==> src/rtl/dice_pkg.sv <==
package dice_pkg;

    localparam int FACE_W   = 3;
    localparam int FACE_LO  = 1;
    localparam int FACE_HI  = 6;

    typedef logic [FACE_W-1:0] face_t;

    localparam face_t FACE_FIRST = face_t'(FACE_LO);
    localparam face_t FACE_LAST  = face_t'(FACE_HI);

    // Group enables of the seven pips, packed as {mid, diag_a, diag_b, side}.
    typedef struct packed {
        logic mid;
        logic diag_a;
        logic diag_b;
        logic side;
    } pips_t;

    localparam pips_t PIPS_FIRST = '{mid: 1'b1, diag_a: 1'b0, diag_b: 1'b0, side: 1'b0};

    // Successor of a face; any value outside 1..6 falls back to 1.
    function automatic face_t face_next(input face_t f);
        face_t r;
        if ((f >= FACE_LAST) || (f < FACE_FIRST)) begin
            r = FACE_FIRST;
        end else begin
            r = f + face_t'(1);
        end
        return r;
    endfunction

    // Boolean pip equations on face bits {c, b, a}.
    function automatic pips_t face_to_pips(input face_t f);
        pips_t p;
        p.mid    = f[0];
        p.diag_a = f[1] | f[2];
        p.diag_b = f[2];
        p.side   = f[1] & f[2];
        return p;
    endfunction

endpackage

==> src/rtl/dice_btn_sync.sv <==
module dice_btn_sync #(
    parameter int STAGES = 2
) (
    input  logic clk,
    input  logic rst_n,
    input  logic async_i,
    output logic sync_o
);

    typedef struct packed {
        logic [STAGES-1:0] chain;
    } sync_st_t;

    sync_st_t st_d;
    sync_st_t st_q;

    generate
        if (STAGES == 1) begin : g_single
            always_comb begin
                st_d       = st_q;
                st_d.chain = async_i;
            end
        end else begin : g_chain
            always_comb begin
                st_d       = st_q;
                st_d.chain = {st_q.chain[STAGES-2:0], async_i};
            end
        end
    endgenerate

    always_ff @(posedge clk or negedge rst_n) begin
        if (!rst_n) begin
            st_q <= '0;
        end else begin
            st_q <= st_d;
        end
    end

    assign sync_o = st_q.chain[STAGES-1];

endmodule

==> src/rtl/dice_face_ctr.sv <==
module dice_face_ctr
    import dice_pkg::*;
(
    input  logic  clk,
    input  logic  rst_n,
    input  logic  step_en,
    output face_t face_nxt_o,
    output face_t face_o
);

    typedef struct packed {
        face_t face;
    } ctr_st_t;

    localparam ctr_st_t CTR_RST = '{face: FACE_FIRST};

    ctr_st_t st_d;
    ctr_st_t st_q;

    always_comb begin
        st_d = st_q;
        if (step_en) begin
            st_d.face = face_next(st_q.face);
        end
    end

    always_ff @(posedge clk or negedge rst_n) begin
        if (!rst_n) begin
            st_q <= CTR_RST;
        end else begin
            st_q <= st_d;
        end
    end

    assign face_nxt_o = st_d.face;
    assign face_o     = st_q.face;

endmodule

==> src/rtl/dice_pip_reg.sv <==
module dice_pip_reg
    import dice_pkg::*;
(
    input  logic  clk,
    input  logic  rst_n,
    input  face_t face_nxt_i,
    output pips_t pips_o
);

    typedef struct packed {
        pips_t pips;
    } pip_st_t;

    localparam pip_st_t PIP_RST = '{pips: PIPS_FIRST};

    pip_st_t st_d;
    pip_st_t st_q;

    // Decode the face that the counter loads on this edge, so both
    // registers update together.
    always_comb begin
        st_d      = st_q;
        st_d.pips = face_to_pips(face_nxt_i);
    end

    always_ff @(posedge clk or negedge rst_n) begin
        if (!rst_n) begin
            st_q <= PIP_RST;
        end else begin
            st_q <= st_d;
        end
    end

    assign pips_o = st_q.pips;

endmodule

==> src/rtl/dice_ctrl.sv <==
module dice_ctrl
    import dice_pkg::*;
#(
    parameter int SYNC_STAGES = 2
) (
    input  logic                 clk,
    input  logic                 rst_n,
    input  logic                 btn_i,
    output logic [FACE_W-1:0]    face_o,
    output logic                 pip_mid_o,
    output logic                 pip_diag_a_o,
    output logic                 pip_diag_b_o,
    output logic                 pip_side_o
);

    logic  roll_en;
    face_t face_nxt;
    face_t face_cur;
    pips_t pips;

    dice_btn_sync #(
        .STAGES (SYNC_STAGES)
    ) u_sync (
        .clk     (clk),
        .rst_n   (rst_n),
        .async_i (btn_i),
        .sync_o  (roll_en)
    );

    dice_face_ctr u_ctr (
        .clk        (clk),
        .rst_n      (rst_n),
        .step_en    (roll_en),
        .face_nxt_o (face_nxt),
        .face_o     (face_cur)
    );

    dice_pip_reg u_pips (
        .clk        (clk),
        .rst_n      (rst_n),
        .face_nxt_i (face_nxt),
        .pips_o     (pips)
    );

    assign face_o       = face_cur;
    assign pip_mid_o    = pips.mid;
    assign pip_diag_a_o = pips.diag_a;
    assign pip_diag_b_o = pips.diag_b;
    assign pip_side_o   = pips.side;

endmodule

==> config.mk <==
export PLATFORM = sky130hd
export DESIGN_NAME = dice_ctrl
export DESIGN_NICKNAME = d
export VERILOG_FILES = /design/src/rtl/dice_pkg.sv /design/src/rtl/dice_btn_sync.sv /design/src/rtl/dice_face_ctr.sv /design/src/rtl/dice_pip_reg.sv /design/src/rtl/dice_ctrl.sv
export SDC_FILE = /design/constraint.sdc
export NUM_CORES = 1
export LEC_CHECK = 0
export BUFFER_PORTS_ARGS = -buffer_cell sky130_fd_sc_hd__buf_4
export CAP_MARGIN = 40
export CORE_AREA = 2 2 39 41
export DETAILED_ROUTE_END_ITERATION = 10
export DIE_AREA = 0 0 41 43
export HOLD_SLACK_MARGIN = 0.02
export SYNTH_ARGS = -nofsm -noshare
export SYNTH_HDL_FRONTEND = slang
export SYNTH_SLANG_ARGS = --single-unit
==> constraint.sdc <==
create_clock -name clk -period 1.8 [get_ports clk]
set_clock_uncertainty 0.1 [all_clocks]
set_input_delay 0.18 -clock clk [delete_from_list [all_inputs] [get_ports clk]]
set_output_delay 0.18 -clock clk [all_outputs]
set_load 0.01 [all_outputs]
==> run metrics <==
EDFF count, synth 0; Congestion Overflow GR 0; Die Width 41 µm; Root Buffer clkbuf_4; clk sink count 7; Non-Filler Instances 64; CTS Buf Count 3; Synth area leaders dfrtp_1 (44%), dfstp_2 (7.7%), nand2_1 (5.5%), o21ai_0 (4.4%), a22oi_1 (4.4%); Post-Syn Instances 34; YS warnings 0; initial drt markers 3; Vias 307; pwr/cell area 1790 nW/µm²; largest net degree at the start of global routing 12; Routed Antenna Nets 0; # rows 14; RSZ-0062 raised after global routing no; nets 53; Worst Hold Class in -> async; post-synthesis register bit count 7; clk_lat worst skew 0.25 ns; Power Total 0.842 mW; setup bufs post-CTS 0; synth cell count leaders dfrtp_1 (6), nand2_1 (5), o21ai_0 (3); first-pass GRT wire length 1.37 mm; Slew @ Worst Pin 0.323 ns; Synth cell types 21; Lkg Pwr 0.229 nW; Slew Limit Fails 0; CP Max Fanout 5; status finished clean; CP endpoint kind flop; Ports 10; delay-heaviest family, CP flip-flops; Syn Std Cell Area 342 µm²; share of cells above drive strength 1 31.3%; post-synth net total 38; crit path DAT 1.47 ns; CP Launch Type flop; drt wl/cell 12.7 µm; crit-path max cell delay 0.53 ns; CTS tree built; Crit path required time 1.83 ns; Clock Path Buffers 2; Worst Path Buf+Inv 0; setup TNS 0 ns; initial antenna violation count 0; DRC Markers 0; critical path type reg -> reg; Mean Syn Cell Area 10.0 µm²; clock-pin slew of the registers on the worst-case setup and hold paths 0.06 ns; Setup-failing EPs final 0; Initial Util 24.7%; P&R area growth vs syn 37.7%; ys async rst share 100%; vias in the first global route 315; Critical-path top delay cell dfstp_2; cell taking the most area after synthesis dfrtp_1; top-count cell post-synth dfrtp_1; GP Congestion 0.694; Fillers 135; DP Wirelength 568 µm; H-tree Lvls 1; Most used DFF post-synth dfrtp_1; port bufs 9; Max Cap Viol 0; CORE AREA 1380 µm²; relative slew slack 78.5%; top-area cell type share of the netlist area 44.0%; TritonRoute pass-1 iters 3; Die Height 43 µm; VDD IR max 0.000464 V; f_max 691 MHz; Antenna diodes 0; gr usage total 11.4%; fin crit share 80.4%; cells along the critical path ha_1, o211a_1, nor3_1, a21oi_1; sequential share of the synthesized area 51.6%; post-DR vias/cell 4.80; Total Wirelength 814 µm; final hold violation count 0; Die ar. 1760 µm²; placed insts 58; post-layout min period 1.45 ns
-- state kept, by name, summed over array words and instances (netlist names) --
signal,flops
u_pips.pips_o,2
u_ctr.face_o,3
u_sync.st_q,2
-- routing by layer --
layer  wire, µm  global-route usage (%)
met1        363                    14.7
met2        441                    16.6
met3          9                    1.57
met4          0                    8.00
met5          0                       0
-- report_power, final --
| group | internal, mW | switching [mW] | leakage (nW) |
|---|---|---|---|
| logic | 0.213 | 0.222 | 0.131 |
| clock network | 0.0849 | 0.0626 | 0.0150 |
| registers | 0.213 | 0.0464 | 0.0834 |
| total | 0.511 | 0.331 | 0.229 |
-- kinds of logic after synthesis --
kind of cell	synth area share, %
buf+inv	6.96
flops	51.6
mux	2.93
compound gates	21.2
simple gates	13.6
fa+ha+maj	3.66
-- worst reg2reg max path: cells and delay by family (launching register included) --
kind | cells | cell delay, ns
AOI/OAI and AO/OA | 2 | 0.30
and+or+nand+nor | 1 | 0.13
adders and majority gates | 1 | 0.27
DFF | 1 | 0.53
-- area by class of cell --
class	count	area (µm²)	share of cell area, %
well taps	16	20.0	4.26
multi-input cells	23	141	30.1
inverters	1	3.75	0.798
clock buffers	4	26.3	5.59
repair buffers	13	103	21.8
flip-flops and latches	7	176	37.5
-- cells in the final DEF, fill, tap and decap left out, drive strengths merged --
| cell type | synthesis | final |
|---|---|---|
| dfrtp | 6 | 6 |
| o22ai | 1 | 1 |
| o21a | 1 | 1 |
| dlygate4sd3 | 0 | 2 |
| mux2i | 1 | 1 |
| nor2b | 1 | 1 |
| a22oi | 2 | 2 |
| and2b | 1 | 1 |
| clkbuf | 0 | 4 |
| o211a | 1 | 1 |
| o211ai | 1 | 1 |
| buf | 3 | 11 |
| a31oi | 1 | 1 |
| nand3 | 1 | 1 |
| inv | 1 | 1 |
| nor2 | 1 | 1 |
| a21oi | 1 | 1 |
| dfstp | 1 | 1 |
| nand2 | 5 | 5 |
| o21ai | 3 | 3 |
| nor3 | 1 | 1 |
| ha | 1 | 1 |
-- per-stage QoR --
step | setup slack (ns) | area [µm²] | util (%) | hold WS (ns)
global route | 0.276 | 470 | 34.0 | 0.180
global placement | 0.370 | 424 | 30.7 | -0.107
finish | 0.353 | 470 | 34.0 | 0.176
detailed placement | 0.346 | 424 | 30.7 | -0.100
floorplan | 0.305 | 342 | - | -0.216
CTS | 0.339 | 470 | 34.0 | 0.165
-- final timing paths --
path,startpoint,to,depth (start not counted),slack (ns)
worst min-delay path,rst_n,u_ctr.face_o[2]$_DFF_PN0_,2,0.18
min in group clk,u_sync.st_q[0]$_DFF_PN0_,u_sync.st_q[1]$_DFF_PN0_,0,0.25
worst max-delay path,u_ctr.face_o[0]$_DFFE_PN1P_,u_pips.pips_o[2]$_DFF_PN0_,4,0.35
worst max register to register,u_ctr.face_o[0]$_DFFE_PN1P_,u_pips.pips_o[2]$_DFF_PN0_,4,0.35
worst min register to register,u_sync.st_q[0]$_DFF_PN0_,u_sync.st_q[1]$_DFF_PN0_,0,0.25
max in group asynchronous,rst_n,u_ctr.face_o[0]$_DFFE_PN1P_,2,1.21
-- what timing repair did --
action                                 in CTS  in global routing
hold buffers                                2                  0
gates resized for setup                     0                  0
endpoints found under the hold margin       8                  0
No activity file was read; power rests on OpenSTA's default activity.
